$ cat config.mk
export PLATFORM = sky130hd
export DESIGN_NAME = vtg_video_timer
export DESIGN_NICKNAME = d
export VERILOG_FILES = /design/src/rtl/vtg_pkg.sv /design/src/rtl/vtg_axis.sv /design/src/rtl/vtg_tile.sv /design/src/rtl/vtg_video_timer.sv
export SDC_FILE = /design/constraint.sdc
export NUM_CORES = 1
export LEC_CHECK = 0
export ABC_AREA = 1
export BUFFER_PORTS_ARGS = -buffer_cell sky130_fd_sc_hd__buf_2
export CORE_ASPECT_RATIO = 1.4
export CORE_MARGIN = 1.5
export CORE_UTILIZATION = 30
export DETAILED_ROUTE_END_ITERATION = 10
export SYNTH_ARGS = -nofsm -noshare
export SYNTH_HDL_FRONTEND = slang
export SYNTH_SLANG_ARGS = --single-unit
$ cat constraint.sdc
create_clock -name clk -period 4.8 [get_ports clk]
set_clock_uncertainty 0.1 [all_clocks]
set_input_delay 0.24 -clock clk [delete_from_list [all_inputs] [get_ports clk]]
set_output_delay 0.24 -clock clk [all_outputs]
set_load 0.02 [all_outputs]
$ cat src/rtl/vtg_pkg.sv
package vtg_pkg;
    typedef enum logic [1:0] {
        PH_ACTIVE = 2'd0,
        PH_FRONT  = 2'd1,
        PH_SYNC   = 2'd2,
        PH_BACK   = 2'd3
    } phase_e;
endpackage

$ cat src/rtl/vtg_axis.sv
module vtg_axis
    import vtg_pkg::*;
#(
    parameter int ACT = 800,
    parameter int FP  = 40,
    parameter int SW  = 128,
    parameter int BP  = 88
) (
    input  logic   clk,
    input  logic   rst_n,
    input  logic   step,
    output phase_e phase_o,
    output logic   first_o,
    output logic   wrap_o
);
    localparam int MAXL  = (ACT > SW) ? ((ACT > FP) ? ((ACT > BP) ? ACT : BP) : ((FP > BP) ? FP : BP))
                                      : ((SW > FP) ? ((SW > BP) ? SW : BP) : ((FP > BP) ? FP : BP));
    localparam int CNT_W = $clog2(MAXL + 1);

    phase_e           phase, phase_nxt;
    logic [CNT_W-1:0] cnt;
    logic [CNT_W-1:0] len;
    logic             last;

    always_comb begin
        unique case (phase)
            PH_ACTIVE: begin len = CNT_W'(ACT); phase_nxt = PH_FRONT;  end
            PH_FRONT:  begin len = CNT_W'(FP);  phase_nxt = PH_SYNC;   end
            PH_SYNC:   begin len = CNT_W'(SW);  phase_nxt = PH_BACK;   end
            PH_BACK:   begin len = CNT_W'(BP);  phase_nxt = PH_ACTIVE; end
            default:   begin len = CNT_W'(ACT); phase_nxt = PH_ACTIVE; end
        endcase
        last = (cnt == len - CNT_W'(1));
    end

    always_ff @(posedge clk) begin
        if (!rst_n) begin
            phase <= PH_ACTIVE;
            cnt   <= '0;
        end else if (step) begin
            if (last) begin
                phase <= phase_nxt;
                cnt   <= '0;
            end else begin
                cnt   <= cnt + CNT_W'(1);
            end
        end
    end

    always_comb begin
        phase_o = phase;
        first_o = (phase == PH_ACTIVE) && (cnt == '0);
        wrap_o  = step && last && (phase == PH_BACK);
    end
endmodule

$ cat src/rtl/vtg_tile.sv
module vtg_tile #(
    parameter int COL_W = 10,
    parameter int ROW_W = 10,
    parameter int SZW_W = 10,
    parameter int SZH_W = 10
) (
    input  logic             clk,
    input  logic             rst_n,
    input  logic             act0,
    input  logic             line_first,
    input  logic             frame_first,
    input  logic [SZW_W-1:0] img_w,
    input  logic [SZH_W-1:0] img_h,
    output logic [COL_W-1:0] col_q,
    output logic [ROW_W-1:0] row_q
);
    logic [SZW_W:0] col_inc;
    logic [SZH_W:0] row_inc;

    always_comb begin
        col_inc = (SZW_W + 1)'(col_q) + (SZW_W + 1)'(1);
        row_inc = (SZH_W + 1)'(row_q) + (SZH_W + 1)'(1);
    end

    always_ff @(posedge clk) begin
        if (!rst_n) begin
            col_q <= '0;
            row_q <= '0;
        end else if (act0) begin
            if (line_first) begin
                col_q <= '0;
                if (frame_first || row_inc >= {1'b0, img_h})
                    row_q <= '0;
                else
                    row_q <= row_q + ROW_W'(1);
            end else if (col_inc >= {1'b0, img_w}) begin
                col_q <= '0;
            end else begin
                col_q <= col_q + COL_W'(1);
            end
        end
    end

    // after a visible step the column is zero or below the width in force
    a_r7_col_below_width: assert property (@(posedge clk) disable iff (!rst_n)
        act0 |=> (col_q == '0) || ((SZW_W + 1)'(col_q) < {1'b0, $past(img_w)}));

    // the first visible line of a frame requests row zero
    a_r8_row_zero_at_frame: assert property (@(posedge clk) disable iff (!rst_n)
        (act0 && frame_first) |=> (row_q == '0));
endmodule

$ cat src/rtl/vtg_video_timer.sv
module vtg_video_timer
    import vtg_pkg::*;
#(
    parameter int H_ACT    = 800,
    parameter int H_FP     = 40,
    parameter int H_SW     = 128,
    parameter int H_BP     = 88,
    parameter int V_ACT    = 600,
    parameter int V_FP     = 1,
    parameter int V_SW     = 4,
    parameter int V_BP     = 23,
    parameter int CW       = 8,
    parameter bit SYNC_POS = 1'b1,
    localparam int SZW_W   = $clog2(H_ACT + 1),
    localparam int SZH_W   = $clog2(V_ACT + 1),
    localparam int COL_W   = $clog2(H_ACT),
    localparam int ROW_W   = $clog2(V_ACT)
) (
    input  logic              clk,
    input  logic              rst_n,
    input  logic [SZW_W-1:0]  img_width,
    input  logic [SZH_W-1:0]  img_height,
    output logic              pix_req,
    output logic [COL_W-1:0]  pix_col,
    output logic [ROW_W-1:0]  pix_row,
    input  logic              pix_valid,
    input  logic [3*CW-1:0]   pix_data,
    output logic [CW-1:0]     red_o,
    output logic [CW-1:0]     green_o,
    output logic [CW-1:0]     blue_o,
    output logic              hsync_o,
    output logic              vsync_o,
    output logic              blank_o
);
    phase_e h_phase, v_phase;
    logic   h_first, v_first, h_wrap, v_wrap;
    logic   act0, hs0, vs0;
    logic   hs1, vs1;
    logic [3*CW-1:0] color_q;

    vtg_axis #(.ACT(H_ACT), .FP(H_FP), .SW(H_SW), .BP(H_BP)) u_haxis (
        .clk(clk), .rst_n(rst_n), .step(1'b1),
        .phase_o(h_phase), .first_o(h_first), .wrap_o(h_wrap)
    );

    vtg_axis #(.ACT(V_ACT), .FP(V_FP), .SW(V_SW), .BP(V_BP)) u_vaxis (
        .clk(clk), .rst_n(rst_n), .step(h_wrap),
        .phase_o(v_phase), .first_o(v_first), .wrap_o(v_wrap)
    );

    always_comb begin
        act0 = (h_phase == PH_ACTIVE) && (v_phase == PH_ACTIVE);
        hs0  = (h_phase == PH_SYNC);
        vs0  = (v_phase == PH_SYNC);
    end

    vtg_tile #(.COL_W(COL_W), .ROW_W(ROW_W), .SZW_W(SZW_W), .SZH_W(SZH_W)) u_tile (
        .clk(clk), .rst_n(rst_n), .act0(act0),
        .line_first(h_first), .frame_first(v_first && !v_wrap),
        .img_w(img_width), .img_h(img_height),
        .col_q(pix_col), .row_q(pix_row)
    );

    // request stage
    always_ff @(posedge clk) begin
        if (!rst_n) begin
            pix_req <= 1'b0;
            hs1     <= 1'b0;
            vs1     <= 1'b0;
        end else begin
            pix_req <= act0;
            hs1     <= hs0;
            vs1     <= vs0;
        end
    end

    // output stage
    always_ff @(posedge clk) begin
        if (!rst_n) begin
            color_q <= '0;
            hsync_o <= ~SYNC_POS;
            vsync_o <= ~SYNC_POS;
            blank_o <= 1'b1;
        end else begin
            color_q <= (pix_req && pix_valid) ? pix_data : '0;
            hsync_o <= SYNC_POS ? hs1 : ~hs1;
            vsync_o <= SYNC_POS ? vs1 : ~vs1;
            blank_o <= ~pix_req;
        end
    end

    always_comb begin
        red_o   = color_q[3*CW-1:2*CW];
        green_o = color_q[2*CW-1:CW];
        blue_o  = color_q[CW-1:0];
    end

    // a request is followed by a visible output cycle
    a_r6_req_then_visible: assert property (@(posedge clk) disable iff (!rst_n)
        pix_req |=> !blank_o);
    // no request is followed by a blank output cycle
    a_r6_idle_then_blank: assert property (@(posedge clk) disable iff (!rst_n)
        !pix_req |=> blank_o);
    // colours are black while blanked
    a_r4_blank_black: assert property (@(posedge clk) disable iff (!rst_n)
        blank_o |-> (red_o == '0 && green_o == '0 && blue_o == '0));
    // an unanswered request shows black
    a_r9_invalid_black: assert property (@(posedge clk) disable iff (!rst_n)
        (pix_req && !pix_valid) |=> (color_q == '0));
    // hsync never overlaps visible output
    a_r2_hsync_in_blank: assert property (@(posedge clk) disable iff (!rst_n)
        (hsync_o == SYNC_POS) |-> blank_o);
endmodule

==> flow_summary.toml <==
[layout]
nFillCells = 1506
fin_nets = 788
drive_gt1_frac = 0.182
area_delta_synth_final_pct = 22.3
utilization = 0.378
n_antenna_cell = 0

[logic_synthesis]
netlist_area_um2 = 4320
synth_fp_nets = 697
synth_seq_cells = 74
yosysMostFrequentCell = "nand2_1"
yosys-top-cells-area = "dfxtp_1, ha_1, nand2_1"
yosys.area.top_type = "dfxtp_1"
synth_top_cell_area_share = 0.343
ys.flop_type = "dfxtp_1"
synth_cell_types = 37
ys_warn_count = 0
ys_top_cells_by_count = "nand2_1, inv_1, nor2_1"
ys_seq_area_frac = 0.343
syn_avg_cell_area_um2 = 7.03
synth-edff-count = 0
ys_async_sr_fraction = 0
synth_cells = 614

[critical_path]
critPathLaunchType = "register"
worstPathRequired_ns = 4.95
crit_chain = "ha_1, nand2_1, nor2_1, nand3_1, xor2_1, inv_1, ha_1, nand2_1, inv_1, a21oi_1, nand2_1, nand2_1, nand2_1, nand2_1, nand4_1, a21oi_1"
r2r_start = "u_tile.row_q[0]"
slowest_delay_ns = 0.48
crit_top_cell = "nand2_1"
path_class = "reg -> reg"
timing.rr.end = "u_tile.row_q[0]"
cp_max_fo = 10
r2r_slack_ns = 2.01
cp_slowest_cell = "dfxtp_1"
cp_data_arrival_time_ns = 2.94
endpoint_kind = "register"
ff2ff_path_depth = 16

[pwr]
ir_worst_vdd_mv = 0.229
leakagePower_nw = 2.68
total_power_mw = 1.55
power_density_nw_per_um2 = 294

[clocking]
cts_root_buf = "clkbuf_16"
cts_hold_buf = 0
cts.htree.levels = 3
clock_latency_ns = 0.33
clock-sinks = 74
clk_path_buf_depth = 2
cts_resized = 0
cts-buffers-inserted = 9
cts_tree = "yes"
path_clk_slew_ns = 0.05
cts_setup_buffers = 0

[timing]
worst_pin_slew_ns = 0.874
max_freq_ghz = 0.358
rsz0062_at_grt = "no"
maxSlewViolCount = 0
post-route-period-util = 0.581
fin_setup_tns_ns = 0
hold_viol = 0
min_period_ns = 2.79
fin_hold_ws_ns = 0.0190
setup_violations = 0
worst_slew_margin_rel = 0.416
worst_slack_ns = 2.01

[worst_hold_path]
hold_class = "in -> reg"
whs_path_depth = 3
holdPathEnd = "color_q[20]"
holdCritStartpoint = "pix_data[20]"

[detailed_routing]
post_drt_wl_per_cell_um = 10.9
dr.pass1.iters = 4
viasPerCell = 4.42
drt-initial-drc-count = 116
wl_um = 9750
num_vias = 3958
antenna_left = 0
route.detailed.drc = 0

[floorplanning]
io-pin-count = 95
core_um2 = 14000
die_w_um = 104
start_util = 0.309
die_y_um = 145
dieArea_um2 = 15100
rows = 51

[place]
gp_routability_congestion = 0.816
io_buffers = 94
hpwl_um = 7450
place_ws_ns = 2.01

[global_route]
grtUsageTotal = 0.134
overflow = 0
grt_max_degree = 25
grt_pass1_vias = 3696
antenna_found_initial = 0
grt_pass1_wl_um = 16600

[job]
cap_violations = 0

[run_status]
status = "finished clean"
==> kinds of logic (layout without fill, tap and decap cells) <==
logic type,after synthesis,after routing,share of synthesized area
AOI/OAI and AO/OA,65,65,0.0811
and+or+nand+nor,281,281,0.294
adders and majority gates,36,36,0.104
xor gates and xnor gates,28,28,0.0585
buffers and inverters,130,226,0.119
DFF,74,74,0.343
==> registers in the layout, indices dropped and copies added, names as in the netlist <==
register / flops
u_tile.col_q: 10
color_q: 24
vsync_o: 1
blank_o: 1
u_haxis.cnt: 10
hs1: 1
u_tile.row_q: 10
u_vaxis.phase_o: 2
u_haxis.phase_o: 2
hsync_o: 1
pix_req: 1
vs1: 1
u_vaxis.cnt: 10
==> worst max-delay path by stage <==
stage | from | to | slack (ns) | cells past startpoint
after floorplan | u_tile.col_q[0] | u_tile.col_q[1] | 2.22 | 14
after global placement | u_tile.row_q[0] | u_tile.row_q[0] | 2.06 | 16
after detailed placement | u_tile.row_q[0] | u_tile.row_q[0] | 2.01 | 16
after CTS | u_tile.row_q[0] | u_tile.row_q[0] | 1.99 | 16
after global routing | u_tile.col_q[0] | u_tile.col_q[0] | 1.70 | 14
final | u_tile.row_q[0] | u_tile.row_q[0] | 2.01 | 16
==> layer usage <==
layer  routed length [um]  GRT usage
met5                    0          0
met4                  158     0.0688
met3                  461     0.0247
met2                 4810      0.229
met1                 4320      0.158
==> area by class of cell <==
cell class                 count  area [um2]  area share
multi-input combinational    410        2320       0.440
clock buffer                  12         267      0.0505
inverter                     116         435      0.0825
clock inverter                 4        72.6      0.0137
timing repair buffer          94         470      0.0891
tap                          185         231      0.0438
sequential                    74        1480       0.281
==> critical path, delay by kind of cell, from the launching register on <==
family,cells,cell delay (ns)
and+or+nand+nor,9,1.10
adders and majority gates,2,0.52
DFF,1,0.48
AOI/OAI and AO/OA,2,0.27
xor gates and xnor gates,1,0.15
buffers and inverters,2,0.11
==> through the flow <==
stage | instances | area, um2
2_1_floorplan | 614 | 4320
3_3_place_gp | 879 | 4940
3_5_place_dp | 879 | 4940
4_1_cts | 895 | 5280
5_1_grt | 895 | 5280
6_report | 895 | 5280
==> cells in the final DEF, fill, tap and decap left out, types with 2 or more instances in the layout <==
master	Yosys	layout
nand2_1	115	115
inv_1	111	111
buf_2	5	94
nor2_1	75	75
dfxtp_1	74	74
a21oi_1	42	42
nand3_1	38	38
ha_1	36	36
xor2_1	23	23
nand4_1	19	19
o21ai_0	16	16
nor3_1	15	15
clkbuf_16	0	9
nand3b_1	6	6
xnor2_1	4	4
inv_2	4	4
nand2_2	3	3
clkbuf_8	0	3
o21ai_2	2	2
bufinv_16	0	2
==> power breakdown <==
| part | switching (mW) | internal (mW) |
|---|---|---|
| Clock | 0.249 | 0.496 |
| Combinational | 0.0978 | 0.0589 |
| Sequential | 0.0186 | 0.633 |
(Power assumes the default switching activity.)
